`config.mk`:
```
export PLATFORM = sky130hd
export DESIGN_NAME = byte_prog_seq
export DESIGN_NICKNAME = d
export VERILOG_FILES = /design/src/rtl/bps_pkg.sv /design/src/rtl/bps_timer.sv /design/src/rtl/bps_pulse_ctr.sv /design/src/rtl/byte_prog_seq.sv
export SDC_FILE = /design/constraint.sdc
export NUM_CORES = 1
export LEC_CHECK = 0
export ABC_AREA = 1
export BUFFER_PORTS_ARGS = -buffer_cell sky130_fd_sc_hd__buf_2
export CORE_UTILIZATION = 50
export DETAILED_ROUTE_END_ITERATION = 8
export GPL_ROUTABILITY_DRIVEN = 0
export PLACE_DENSITY = 0.72
export SLEW_MARGIN = 10
export SYNTH_ARGS = -nofsm -noshare
export SYNTH_HDL_FRONTEND = slang
export SYNTH_SLANG_ARGS = --single-unit
export TNS_END_PERCENT = 20
```
`constraint.sdc`:
```
create_clock -name clk -period 1.7 [get_ports clk]
set_input_delay 0.255 -clock clk [delete_from_list [all_inputs] [get_ports clk]]
set_output_delay 0.255 -clock clk [all_outputs]
set_load 0.01 [all_outputs]
```
`src/rtl/bps_pkg.sv`:
```
package bps_pkg;
   localparam int unsigned BYTE_W = 8;

   localparam logic [BYTE_W-1:0] CMD_SETUP  = 8'h40;
   localparam logic [BYTE_W-1:0] CMD_VERIFY = 8'hC0;
   localparam logic [BYTE_W-1:0] CMD_RESET  = 8'hFF;

   typedef enum logic [3:0] {
      ST_IDLE,
      ST_FETCH,
      ST_SETUP,
      ST_LOAD,
      ST_PULSE,
      ST_VERIFY,
      ST_SETTLE,
      ST_READ,
      ST_CHECK,
      ST_FINISH
   } bps_state_e;
endpackage

```
`src/rtl/bps_timer.sv`:
```
module bps_timer #(
   parameter int unsigned LEN_A = 10,
   parameter int unsigned LEN_B = 6
) (
   input  logic clk,
   input  logic rst_n,
   input  logic load_i,
   input  logic sel_b_i,
   output logic expire_o
);
   localparam int unsigned LEN_MAX = (LEN_A > LEN_B) ? LEN_A : LEN_B;
   localparam int unsigned CW      = (LEN_MAX > 1) ? $clog2(LEN_MAX) : 1;

   if (LEN_A < 1) begin : g_bad_a
      $error("bps_timer: LEN_A must be at least 1");
   end
   if (LEN_B < 1) begin : g_bad_b
      $error("bps_timer: LEN_B must be at least 1");
   end

   logic [CW-1:0] cnt_q;

   always_ff @(posedge clk or negedge rst_n) begin
      if (!rst_n) begin
         cnt_q <= '0;
      end else if (load_i) begin
         cnt_q <= sel_b_i ? CW'(LEN_B - 1) : CW'(LEN_A - 1);
      end else if (cnt_q != '0) begin
         cnt_q <= cnt_q - 1'b1;
      end
   end

   assign expire_o = (cnt_q == '0);
endmodule

```
`src/rtl/bps_pulse_ctr.sv`:
```
module bps_pulse_ctr #(
   parameter int unsigned MAX_PULSES = 25,
   localparam int unsigned CW = $clog2(MAX_PULSES + 1)
) (
   input  logic          clk,
   input  logic          rst_n,
   input  logic          clr_i,
   input  logic          inc_i,
   output logic [CW-1:0] count_o,
   output logic          last_o
);
   if (MAX_PULSES < 1) begin : g_bad_max
      $error("bps_pulse_ctr: MAX_PULSES must be at least 1");
   end

   logic [CW-1:0] cnt_q;

   always_ff @(posedge clk or negedge rst_n) begin
      if (!rst_n) begin
         cnt_q <= '0;
      end else if (clr_i) begin
         cnt_q <= '0;
      end else if (inc_i) begin
         cnt_q <= cnt_q + 1'b1;
      end
   end

   assign count_o = cnt_q;
   assign last_o  = (cnt_q == CW'(MAX_PULSES - 1));
endmodule

```
`src/rtl/byte_prog_seq.sv`:
```
module byte_prog_seq
   import bps_pkg::*;
#(
   parameter int unsigned ADDR_W     = 18,
   parameter int unsigned CLK_MHZ    = 50,
   parameter int unsigned PULSE_US   = 10,
   parameter int unsigned SETTLE_US  = 6,
   parameter int unsigned MAX_PULSES = 25,
   localparam int unsigned CNT_W      = ADDR_W + 1,
   localparam int unsigned PC_W       = $clog2(MAX_PULSES + 1)
) (
   input  logic              clk,
   input  logic              rst_n,
   input  logic              start_i,
   input  logic [ADDR_W-1:0] base_addr_i,
   input  logic [CNT_W-1:0]  byte_count_i,
   output logic              data_req_o,
   output logic [ADDR_W-1:0] data_idx_o,
   input  logic              data_vld_i,
   input  logic [7:0]        data_i,
   output logic              bus_req_o,
   output logic              bus_we_o,
   output logic [ADDR_W-1:0] bus_addr_o,
   output logic [7:0]        bus_wdata_o,
   input  logic              bus_ack_i,
   input  logic [7:0]        bus_rdata_i,
   output logic              vpp_en_o,
   output logic              busy_o,
   output logic              done_o,
   output logic              fail_o,
   output logic [ADDR_W-1:0] fail_addr_o,
   output logic [PC_W-1:0]   fail_pulses_o
);
   localparam int unsigned PULSE_CYC  = CLK_MHZ * PULSE_US;
   localparam int unsigned SETTLE_CYC = CLK_MHZ * SETTLE_US;

   if (ADDR_W < 1) begin : g_bad_addr
      $error("byte_prog_seq: ADDR_W must be at least 1");
   end
   if (PULSE_CYC < 1 || SETTLE_CYC < 1) begin : g_bad_time
      $error("byte_prog_seq: pulse and settle times must span a cycle");
   end

   bps_state_e        st_q;
   logic [ADDR_W-1:0] base_q, addr_q, idx_q, fail_addr_q;
   logic [CNT_W-1:0]  left_q;
   logic [7:0]        exp_q, rd_q;
   logic              vpp_q, done_q, fail_q;
   logic [PC_W-1:0]   fail_pc_q;

   logic              accept, tmr_load, tmr_sel_settle, tmr_expire;
   logic              pc_clr, pc_inc, pc_last, mismatch;
   logic [PC_W-1:0]   pc_count;

   assign accept         = bus_req_o && bus_ack_i;
   assign mismatch       = (rd_q != exp_q);
   assign tmr_load       = accept && (st_q == ST_LOAD || st_q == ST_VERIFY);
   assign tmr_sel_settle = (st_q == ST_VERIFY);
   assign pc_clr         = (st_q == ST_FETCH);
   assign pc_inc         = (st_q == ST_CHECK) && mismatch;

   bps_timer #(
      .LEN_A (PULSE_CYC),
      .LEN_B (SETTLE_CYC)
   ) i_timer (
      .clk      (clk),
      .rst_n    (rst_n),
      .load_i   (tmr_load),
      .sel_b_i  (tmr_sel_settle),
      .expire_o (tmr_expire)
   );

   bps_pulse_ctr #(
      .MAX_PULSES (MAX_PULSES)
   ) i_pulse_ctr (
      .clk     (clk),
      .rst_n   (rst_n),
      .clr_i   (pc_clr),
      .inc_i   (pc_inc),
      .count_o (pc_count),
      .last_o  (pc_last)
   );

   always_ff @(posedge clk or negedge rst_n) begin
      if (!rst_n) begin
         st_q        <= ST_IDLE;
         base_q      <= '0;
         addr_q      <= '0;
         idx_q       <= '0;
         left_q      <= '0;
         exp_q       <= '0;
         rd_q        <= '0;
         vpp_q       <= 1'b0;
         done_q      <= 1'b0;
         fail_q      <= 1'b0;
         fail_addr_q <= '0;
         fail_pc_q   <= '0;
      end else begin
         case (st_q)
            ST_IDLE: if (start_i) begin
               base_q      <= base_addr_i;
               addr_q      <= base_addr_i;
               idx_q       <= '0;
               left_q      <= byte_count_i;
               vpp_q       <= 1'b1;
               done_q      <= 1'b0;
               fail_q      <= 1'b0;
               fail_addr_q <= '0;
               fail_pc_q   <= '0;
               st_q        <= (byte_count_i == '0) ? ST_FINISH : ST_FETCH;
            end
            ST_FETCH: if (data_vld_i) begin
               exp_q <= data_i;
               st_q  <= ST_SETUP;
            end
            ST_SETUP:  if (accept) st_q <= ST_LOAD;
            ST_LOAD:   if (accept) st_q <= ST_PULSE;
            ST_PULSE:  if (tmr_expire) st_q <= ST_VERIFY;
            ST_VERIFY: if (accept) st_q <= ST_SETTLE;
            ST_SETTLE: if (tmr_expire) st_q <= ST_READ;
            ST_READ: if (accept) begin
               rd_q <= bus_rdata_i;
               st_q <= ST_CHECK;
            end
            ST_CHECK: begin
               if (!mismatch) begin
                  if (left_q == CNT_W'(1)) begin
                     st_q <= ST_FINISH;
                  end else begin
                     addr_q <= addr_q + 1'b1;
                     idx_q  <= idx_q + 1'b1;
                     left_q <= left_q - 1'b1;
                     st_q   <= ST_FETCH;
                  end
               end else if (pc_last) begin
                  vpp_q       <= 1'b0;
                  fail_q      <= 1'b1;
                  fail_addr_q <= addr_q;
                  fail_pc_q   <= pc_count + 1'b1;
                  st_q        <= ST_IDLE;
               end else begin
                  st_q <= ST_SETUP;
               end
            end
            ST_FINISH: if (accept) begin
               vpp_q  <= 1'b0;
               done_q <= 1'b1;
               st_q   <= ST_IDLE;
            end
            default: st_q <= ST_IDLE;
         endcase
      end
   end

   always_comb begin
      bus_req_o   = 1'b0;
      bus_we_o    = 1'b1;
      bus_addr_o  = addr_q;
      bus_wdata_o = '0;
      case (st_q)
         ST_SETUP:  begin bus_req_o = 1'b1; bus_wdata_o = CMD_SETUP;  end
         ST_LOAD:   begin bus_req_o = 1'b1; bus_wdata_o = exp_q;      end
         ST_VERIFY: begin bus_req_o = 1'b1; bus_wdata_o = CMD_VERIFY; end
         ST_READ:   begin bus_req_o = 1'b1; bus_we_o    = 1'b0;       end
         ST_FINISH: begin
            bus_req_o   = 1'b1;
            bus_addr_o  = base_q;
            bus_wdata_o = CMD_RESET;
         end
         default: ;
      endcase
   end

   assign data_req_o    = (st_q == ST_FETCH);
   assign data_idx_o    = idx_q;
   assign vpp_en_o      = vpp_q;
   assign busy_o        = (st_q != ST_IDLE);
   assign done_o        = done_q;
   assign fail_o        = fail_q;
   assign fail_addr_o   = fail_addr_q;
   assign fail_pulses_o = fail_pc_q;
endmodule

```
==> results of run 1 <==
## state kept, by name (all words and copies together), names as in the netlist
name                 cells
addr_q                  18
fail_pulses_o            5
data_idx_o              18
exp_q                    8
done_o                   1
base_q                  18
fail_o                   1
st_q                     4
i_timer.cnt_q            9
fail_addr_o             18
left_q                  19
vpp_en_o                 1
i_pulse_ctr.count_o      5
rd_q                     8
## per-stage QoR
stage          total power (uW)  area (um^2)  setup slack, ps  cells  util (%)
3_3_place_gp              11600         8990             41.0   1415      61.0
2_1_floorplan              9180         7660             86.8   1067         -
6_report                  16900        10300             -370   1469      69.6
5_1_grt                   18000        10300             -380   1469      69.6
4_1_cts                   16100         9950             -256   1460      67.5
3_5_place_dp              11700         8990             5.64   1415      61.0
## power breakdown
group / internal [uW] / total [uW] / switching (uW)
Combinational: 3290 / 7690 / 4400
Clock: 2360 / 3900 / 1540
Sequential: 4330 / 5300 / 966
## cell families (layout without fill, tap and decap cells)
group / Yosys count / after routing / synth area share, %
buffers and inverters: 124 / 341 / 6.68
other: 0 / 1 / 0
and+or+nand+nor: 641 / 641 / 34.7
AOI/OAI and AO/OA: 104 / 104 / 6.93
DFF: 133 / 133 / 43.5
xor gates and xnor gates: 41 / 41 / 4.69
muxes: 17 / 17 / 2.42
adders and majority gates: 7 / 7 / 1.14
## cells in the mapped netlist
| cell type | number | share of area, % |
|---|---|---|
| or2_2 | 7 | 0.57 |
| a211oi_1 | 1 | 0.098 |
| nor2_1 | 102 | 5.0 |
| nand2_4 | 2 | 0.29 |
| nand3_1 | 69 | 4.5 |
| nand3_2 | 1 | 0.13 |
| buf_1 | 1 | 0.049 |
| nand4_1 | 17 | 1.4 |
| nor3b_1 | 1 | 0.098 |
| clkbuf_1 | 7 | 0.34 |
| nand2_2 | 3 | 0.25 |
| nor3_1 | 8 | 0.52 |
| buf_4 | 7 | 0.69 |
| nor2_2 | 2 | 0.16 |
| clkinv_1 | 1 | 0.049 |
| dfrtp_1 | 133 | 43 |
| nand3b_1 | 3 | 0.29 |
| a21o_1 | 1 | 0.098 |
| o21ai_0 | 70 | 4.6 |
| xor2_1 | 25 | 2.9 |
| mux2i_1 | 5 | 0.65 |
| nand3_4 | 1 | 0.23 |
| inv_1 | 88 | 4.3 |
| a21oi_1 | 13 | 0.85 |
| nor2_4 | 2 | 0.29 |
| buf_2 | 15 | 0.98 |
| clkbuf_2 | 1 | 0.065 |
| nand2_1 | 422 | 21 |
| inv_2 | 4 | 0.20 |
| ha_1 | 7 | 1.1 |
| o21ai_1 | 17 | 1.1 |
| xnor2_1 | 16 | 1.8 |
| o211ai_1 | 2 | 0.20 |
| mux2_2 | 12 | 1.8 |
| nor2_8 | 1 | 0.26 |
## worst max-delay path by stage
| stage | cells after the start | startpoint | slack, ps | end |
|---|---|---|---|---|
| floorplan | 5 | st_q[2] | 90 | exp_q[0] |
| global route | 9 | st_q[1] | -380 | bus_addr_o[7] |
| detailed placement | 9 | st_q[1] | 6 | data_idx_o[9] |
| CTS | 9 | st_q[1] | -260 | bus_addr_o[7] |
| global placement | 7 | st_q[2] | 40 | bus_addr_o[2] |
| finish | 7 | st_q[3] | -370 | bus_addr_o[3] |
## per-layer routing
layer	global-route usage, %	part of all wire, %	vias to the layer above
met5	0	0	-
met4	11.8	2.2	0
met3	5.10	5.7	40
met2	49.8	49	292
met1	36.8	43	3675
li1	-	-	3791
## worst min-delay path: cells and delay by family
family | cells | cell delay, ps
AND/OR/NAND/NOR | 2 | 90
buffers and inverters | 1 | 90
## what timing repair did
action,4_1_cts,5_1_grt
buffers inserted,9,9
gates cloned,3,2
hold buffers,1,0
hold endpoints to repair,34,0
pin swaps,5,12
setup endpoints to repair,52,142
gates resized for setup,72,73
## final cells by class
cell class                 count  share of cell area, %
timing repair buffer         216                   16.0
multi-input combinational    810                   39.7
inverter                      93                   3.59
clock buffer                  18                   4.28
sequential                   133                   32.4
antenna                        1                 0.0244
clock inverter                14                   1.72
tap                          184                   2.24
==> flow_summary.json, run 1 <==
{
  "status": "finished, violations left",
  "violations": "negative setup slack",
  "ant_nets": 0,
  "synth_seq_cells": 133,
  "grt_pass1_vias": 7530,
  "r2r_end": "i_pulse_ctr.count_o[0]",
  "tritoncts": "built",
  "tns_ps": -21950,
  "period_share_pct": 122,
  "path_max_fanout": 8,
  "core_mm2": 0.0148,
  "syn_avg_cell_area_um2": 7.18,
  "layout-drive-gt1-share_pct": 26.2,
  "clk_latency_ps": 440,
  "gr-total-overflow": 0,
  "htreeDepth": 4,
  "syn_area_mm2": 0.00766,
  "via_per_inst": 5.31,
  "critical_path_buf_inv_count": 4,
  "die_y_um": 126,
  "worst_slew_pin_slew_ps": 416,
  "port_buffers": 131,
  "crit_chain": "nand2_4 -> nor2_4 -> buf_12 -> buf_8 -> buf_16 -> o21ai_1 -> buf_2",
  "critPathArrivalTime_ps": 1810,
  "root_buffer": "clkbuf_16",
  "dp_hpwl_um": 15100,
  "dr_total_vias": 7798,
  "hold_class": "input pin to register",
  "timing.max_slew.rel_slack_pct": 72.0,
  "rsz0062_at_grt": "true",
  "grt_max_degree": 52,
  "worst_hold_slack_ps": 37.1,
  "multi_input_area_mm2": 0.00408,
  "wl_um": 23100,
  "synth_fp_nets": 1132,
  "synth_warnings": 0,
  "crit_type": "register to output port",
  "cap_violations": 0,
  "hold_depth": 3,
  "min_period_ps": 2070,
  "mostFrequentLayoutCells": "402 x nand2_1, 132 x dfrtp_1, 122 x buf_2, 97 x nor2_1, 81 x inv_1",
  "path_clk_slew_ps": 60,
  "die_x_um": 126,
  "finClkSkew_ps": 11.1,
  "drc": 0,
  "synthesis.instances": 1067,
  "leakage_uw": 0.00536,
  "reg2reg_slack_ps": -250,
  "final_common_cell": "nand2_1",
  "maxSlewViolCount": 0,
  "min_to": "base_q[0]",
  "grt_pass1_wl_um": 36600,
  "grt_usage_pct": 29.2,
  "hold_path_startpoint": "base_addr_i[0]",
  "rr_worst_depth": 11,
  "cpPeakStageDelay_ps": 450,
  "hold_viol": 0,
  "pin_count": 132,
  "synth_cell_types": 35,
  "num-fill-cells": 1183,
  "synth-seq-area-share_pct": 43.5,
  "path_delay_family": "buffers and inverters",
  "seq_area_mm2": 0.00333,
  "drtIter0Drc": 642,
  "syn_to_final_growth_pct": 34.1,
  "first_pass_iters": 5,
  "ir_drop_uv": 899,
  "fmax_ghz": 0.483,
  "r2r_start": "st_q[0]",
  "row_count": 44,
  "dieArea_mm2": 0.0158,
  "cp-end-kind": "output port",
  "nNetsFinal": 1336,
  "post_drt_wl_per_cell_um": 15.7,
  "setup_violations": 116,
  "cts_sinks": 133,
  "critPathRequiredTime_ps": 1440,
  "power_density_mw_per_mm2": 1640,
  "fin_ws_ps": -370,
  "initial_utilization_pct": 51.9,
  "grt_antenna_before_repair": 1,
  "cp-start-kind": "register",
  "crit_slowest_cell": "dfrtp_2",
  "numCtsBuffers": 17,
  "cts_buffer_depth": 2
}
Note: power is estimated with default switching activity, not from simulation.
==> run 2: changes to the inputs <==
Settings changed: CORE_UTILIZATION 50 to 30, PLACE_DENSITY 0.72 to unset.
==> flow_summary.json, run 2 (synthesis results as in run 1) <==
{
  "p_total_uw": 16900,
  "largest_reg_flops": 19,
  "violations": "negative setup slack",
  "grt_pass1_vias": 7345,
  "setup_violations": 115,
  "hold_viol": 0,
  "period_share_pct": 118,
  "dieArea_mm2": 0.0262,
  "seq_area_mm2": 0.00333,
  "layout-drive-gt1-share_pct": 28.0,
  "ir_drop_uv": 685,
  "root_buffer": "clkbuf_16",
  "hold_class": "input pin to register",
  "cts_sinks": 133,
  "cts_buffer_depth": 2,
  "critPathArrivalTime_ps": 1760,
  "cp-start-kind": "register",
  "timing.max_slew.rel_slack_pct": 67.1,
  "cap_violations": 0,
  "leakage_uw": 0.00552,
  "path_clk_slew_ps": 60,
  "num-fill-cells": 2552,
  "ant_nets": 0,
  "rsz0062_at_grt": "true",
  "nNetsFinal": 1352,
  "worst_hold_slack_ps": 56.8,
  "reg2reg_slack_ps": -130,
  "critPathLaunch": "st_q[2]",
  "tritoncts": "built",
  "min_period_ps": 2010,
  "grt_pass1_wl_um": 37900,
  "die_x_um": 162,
  "worst_slew_pin_slew_ps": 492,
  "maxSlewViolCount": 0,
  "row_count": 58,
  "cp-endpoint": "bus_addr_o[5]",
  "status": "finished, violations left",
  "grt_antenna_before_repair": 2,
  "pin_count": 132,
  "wl_um": 24000,
  "cp-end-kind": "output port",
  "crit_type": "register to output port",
  "critPathRequiredTime_ps": 1440,
  "syn_to_final_growth_pct": 37.9,
  "multi_input_area_mm2": 0.00416,
  "mostFrequentLayoutCells": "387 x nand2_1, 131 x dfrtp_1, 116 x buf_2, 96 x nor2_1, 83 x inv_1",
  "core_mm2": 0.0251,
  "die_y_um": 162,
  "grt_usage_pct": 18.6,
  "port_buffers": 131,
  "first_pass_iters": 5,
  "grt_max_degree": 38,
  "utilization_pct": 42.1,
  "gr-total-overflow": 0,
  "rr_worst_depth": 12,
  "regMostFlops": "left_q",
  "htreeDepth": 4,
  "r2r_start": "st_q[2]",
  "r2r_end": "i_timer.cnt_q[3]",
  "drc": 0,
  "drtIter0Drc": 465,
  "initial_utilization_pct": 30.5,
  "dp_hpwl_um": 17500,
  "clk_latency_ps": 420,
  "path_max_fanout": 6,
  "via_per_inst": 4.72,
  "finClkSkew_ps": 11.6,
  "fin_ws_ps": -313,
  "fmax_ghz": 0.497,
  "dr_total_vias": 7692,
  "post_drt_wl_per_cell_um": 14.7,
  "numCtsBuffers": 17,
  "final_common_cell": "nand2_1",
  "power_density_mw_per_mm2": 1600
}
## run 2: layout make-up
type,count,area share (%)
multi-input cells,810,39.4
inverters,93,3.50
clock buffers,21,4.36
repair buffers,232,16.1
well taps,330,3.91
flip-flops and latches,133,31.5
diodes,1,0.0237
clock inverters,9,1.22
## run 2: how the worst min path moves through the flow
| stage | startpoint | to | depth (start not counted) |
|---|---|---|---|
| 6_report | base_addr_i[3] | base_q[3] | 3 |
| 5_1_grt | base_addr_i[3] | base_q[3] | 3 |
| 4_1_cts | base_addr_i[3] | base_q[3] | 3 |
| 3_5_place_dp | rst_n | fail_addr_o[7] | 1 |
| 3_3_place_gp | rst_n | base_q[8] | 1 |
| 2_1_floorplan | rst_n | addr_q[0] | 0 |
## run 2: repair_timing
action | CTS | global route
endpoints found under the hold margin | 30 | 0
resized for setup | 62 | 97
cloned | 2 | 0
endpoints found under the setup margin | 118 | 142
hold buffers | 1 | 0
buffers inserted | 13 | 6
pin swaps | 3 | 10
## run 2: through the flow
stage | cell area, um^2 | worst slack [ps] | TNS [ps] | std cells
CTS | 10200 | -294 | -9170 | 1624
finish | 10600 | -313 | -11960 | 1629
detailed placement | 9300 | -81.7 | -2890 | 1579
floorplan | 7660 | 86.8 | 0 | 1067
global route | 10600 | -363 | -22700 | 1628
global placement | 9300 | -56.2 | -2190 | 1579
## run 2: layer usage
metal | vias up | share of wire (%) | global-route usage (%)
met4 | 2 | 2.4 | 7.46
met3 | 37 | 5.0 | 4.19
li1 | 3824 | - | -
met1 | 3642 | 44 | 23.6
met5 | - | 0.067 | 0
met2 | 187 | 48 | 30.6
## run 2: power breakdown
| part | leakage, uW | internal, uW | total [uW] | switching [uW] |
|---|---|---|---|---|
| registers | 0.00171 | 4340 | 5280 | 943 |
| logic | 0.00353 | 3410 | 7830 | 4420 |
| clock network | 0.000285 | 2360 | 3760 | 1400 |
## run 2: critical path: stages (launching register included)
cell     delay [ps]
dfrtp_1         450
inv_2           110
nand2_4          60
nor2_4          160
buf_12          170
buf_4           120
nand2_1          60
o21ai_2          60
buf_2           150
==> run 3: changes to the inputs <==
Settings changed: CORE_UTILIZATION 30 to 40.
==> flow_summary.json, run 3 (synthesis results as in run 1) <==
{
  "via_per_inst": 4.99,
  "regMostFlops": "left_q",
  "top_usage_layer": "met2",
  "dieArea_mm2": 0.0197,
  "leakage_uw": 0.00541,
  "cp-end-kind": "output port",
  "met2_usage_pct": 38.7,
  "rsz0062_at_grt": "true",
  "layout-drive-gt1-share_pct": 27.0,
  "grt_antenna_before_repair": 0,
  "maxSlewViolCount": 0,
  "stdcell_area_mm2": 0.0103,
  "gr-total-overflow": 0,
  "path_max_fanout": 7,
  "power_density_mw_per_mm2": 1580,
  "fin_ws_ps": -237,
  "cts_sinks": 133,
  "die_y_um": 140,
  "diodes": 0,
  "initial_utilization_pct": 40.9,
  "numCtsBuffers": 17,
  "port_buffers": 131,
  "path_clk_slew_ps": 60,
  "grt_max_degree": 47,
  "row_count": 50,
  "grt_pass1_wl_um": 37200,
  "period_share_pct": 114,
  "tns_ps": -6870,
  "first_pass_iters": 7,
  "fmax_ghz": 0.516,
  "core_mm2": 0.0187,
  "dpl_cell_area_mm2": 0.00907,
  "dr_total_vias": 7574,
  "post_drt_wl_per_cell_um": 15.1,
  "ant_nets": 0,
  "hold_class": "input pin to register",
  "nNetsFinal": 1335,
  "cp-start-kind": "register",
  "clk_latency_ps": 420,
  "dp_hpwl_um": 16600,
  "largest_reg_flops": 19,
  "drtIter0Drc": 453,
  "critPathArrivalTime_ps": 1680,
  "die_x_um": 140,
  "root_buffer": "clkbuf_16",
  "pre_cts_slack_ps": -62.1,
  "mostFrequentLayoutCells": "389 x nand2_1, 131 x dfrtp_1, 120 x buf_2, 96 x nor2_1, 82 x inv_1",
  "critPathRequiredTime_ps": 1440,
  "violations": "negative setup slack",
  "grtUsageMet1_pct": 33.4,
  "crit_type": "register to output port",
  "ir_drop_uv": 896,
  "grt_use_met3_pct": 4.17,
  "hold_viol": 0,
  "timing.max_slew.rel_slack_pct": 68.5,
  "tritoncts": "built",
  "drc": 0,
  "setup_violations": 68,
  "syn_to_final_growth_pct": 33.9,
  "p_total_uw": 16200,
  "cts_buffer_depth": 2,
  "min_period_ps": 1940,
  "grt_pass1_vias": 7253,
  "status": "finished, violations left",
  "wl_um": 22900,
  "worst_slew_pin_slew_ps": 473,
  "cap_violations": 0,
  "pin_count": 132,
  "htreeDepth": 4,
  "grt_usage_pct": 24.3,
  "num-fill-cells": 1780,
  "final_common_cell": "nand2_1",
  "finClkSkew_ps": 8.76,
  "seq_area_mm2": 0.00333,
  "multi_input_area_mm2": 0.00412
}
run 3: cell count changes in the layout (fill, tap and decap cells not counted), moves of 4 or more:
cell | previous run | this run
buf_4 | 80 | 55
buf_2 | 116 | 120
nand2_4 | 22 | 14
nand2_2 | 17 | 23
run 3: power breakdown:
group | total [uW] | internal (uW) | switching (uW)
sequential | 5390 | 4340 | 1050
combinational | 7380 | 3190 | 4180
clock | 3430 | 2080 | 1360
total | 16200 | 9610 | 6590
run 3: layout make-up:
class,instances,area share [%]
multi-input combinational,810,40.1
timing repair buffer,215,15.6
tap,234,2.86
inverter,93,3.55
clock inverter,9,0.769
sequential,133,32.5
clock buffer,23,4.56
run 3: final timing paths:
path,slack (ps),endpoint,start,depth (start not counted)
max,-240,bus_addr_o[12],st_q[1],8
min,50,base_q[5],base_addr_i[5],3
max reg2reg,-90,left_q[5],st_q[0],10
min reg2reg,470,fail_pulses_o[3],fail_pulses_o[3],2
max in group asynchronous,730,left_q[8],rst_n,3
min in group asynchronous,340,i_timer.cnt_q[3],rst_n,2
run 3: worst max-delay path, cell delays in order, from the launching register on:
cell and delay (ps):
dfrtp_1 400, inv_2 90, nand2_4 60, nor2_4 130, buf_6 140, buf_8 150
nand2_2 60, o21ai_2 70, buf_2 160
run 3: stage by stage:
step	std cells	hold slack, ps	utilization [%]
after detailed placement	1467	231	48.5
after global placement	1467	223	48.5
after global routing	1517	64.5	54.8
final	1517	52.0	54.8
after floorplan	1067	-40.6	-
after CTS	1512	42.4	52.8
run 3: layer usage:
metal	part of all wire, %	up-vias	wire length (um)
met5	0	-	0
met4	1.8	0	420
met3	5.2	27	1180
met2	47	198	10700
met1	46	3564	10600
li1	-	3785	-
run 3: repair_timing:
item / in CTS / in global routing
resized for setup: 62 / 85
buffers inserted: 10 / 4
hold endpoints to repair: 41 / 0
endpoints found under the setup margin: 77 / 134
hold buffers: 1 / 0
cloned: 2 / 1
pin swaps: 2 / 12
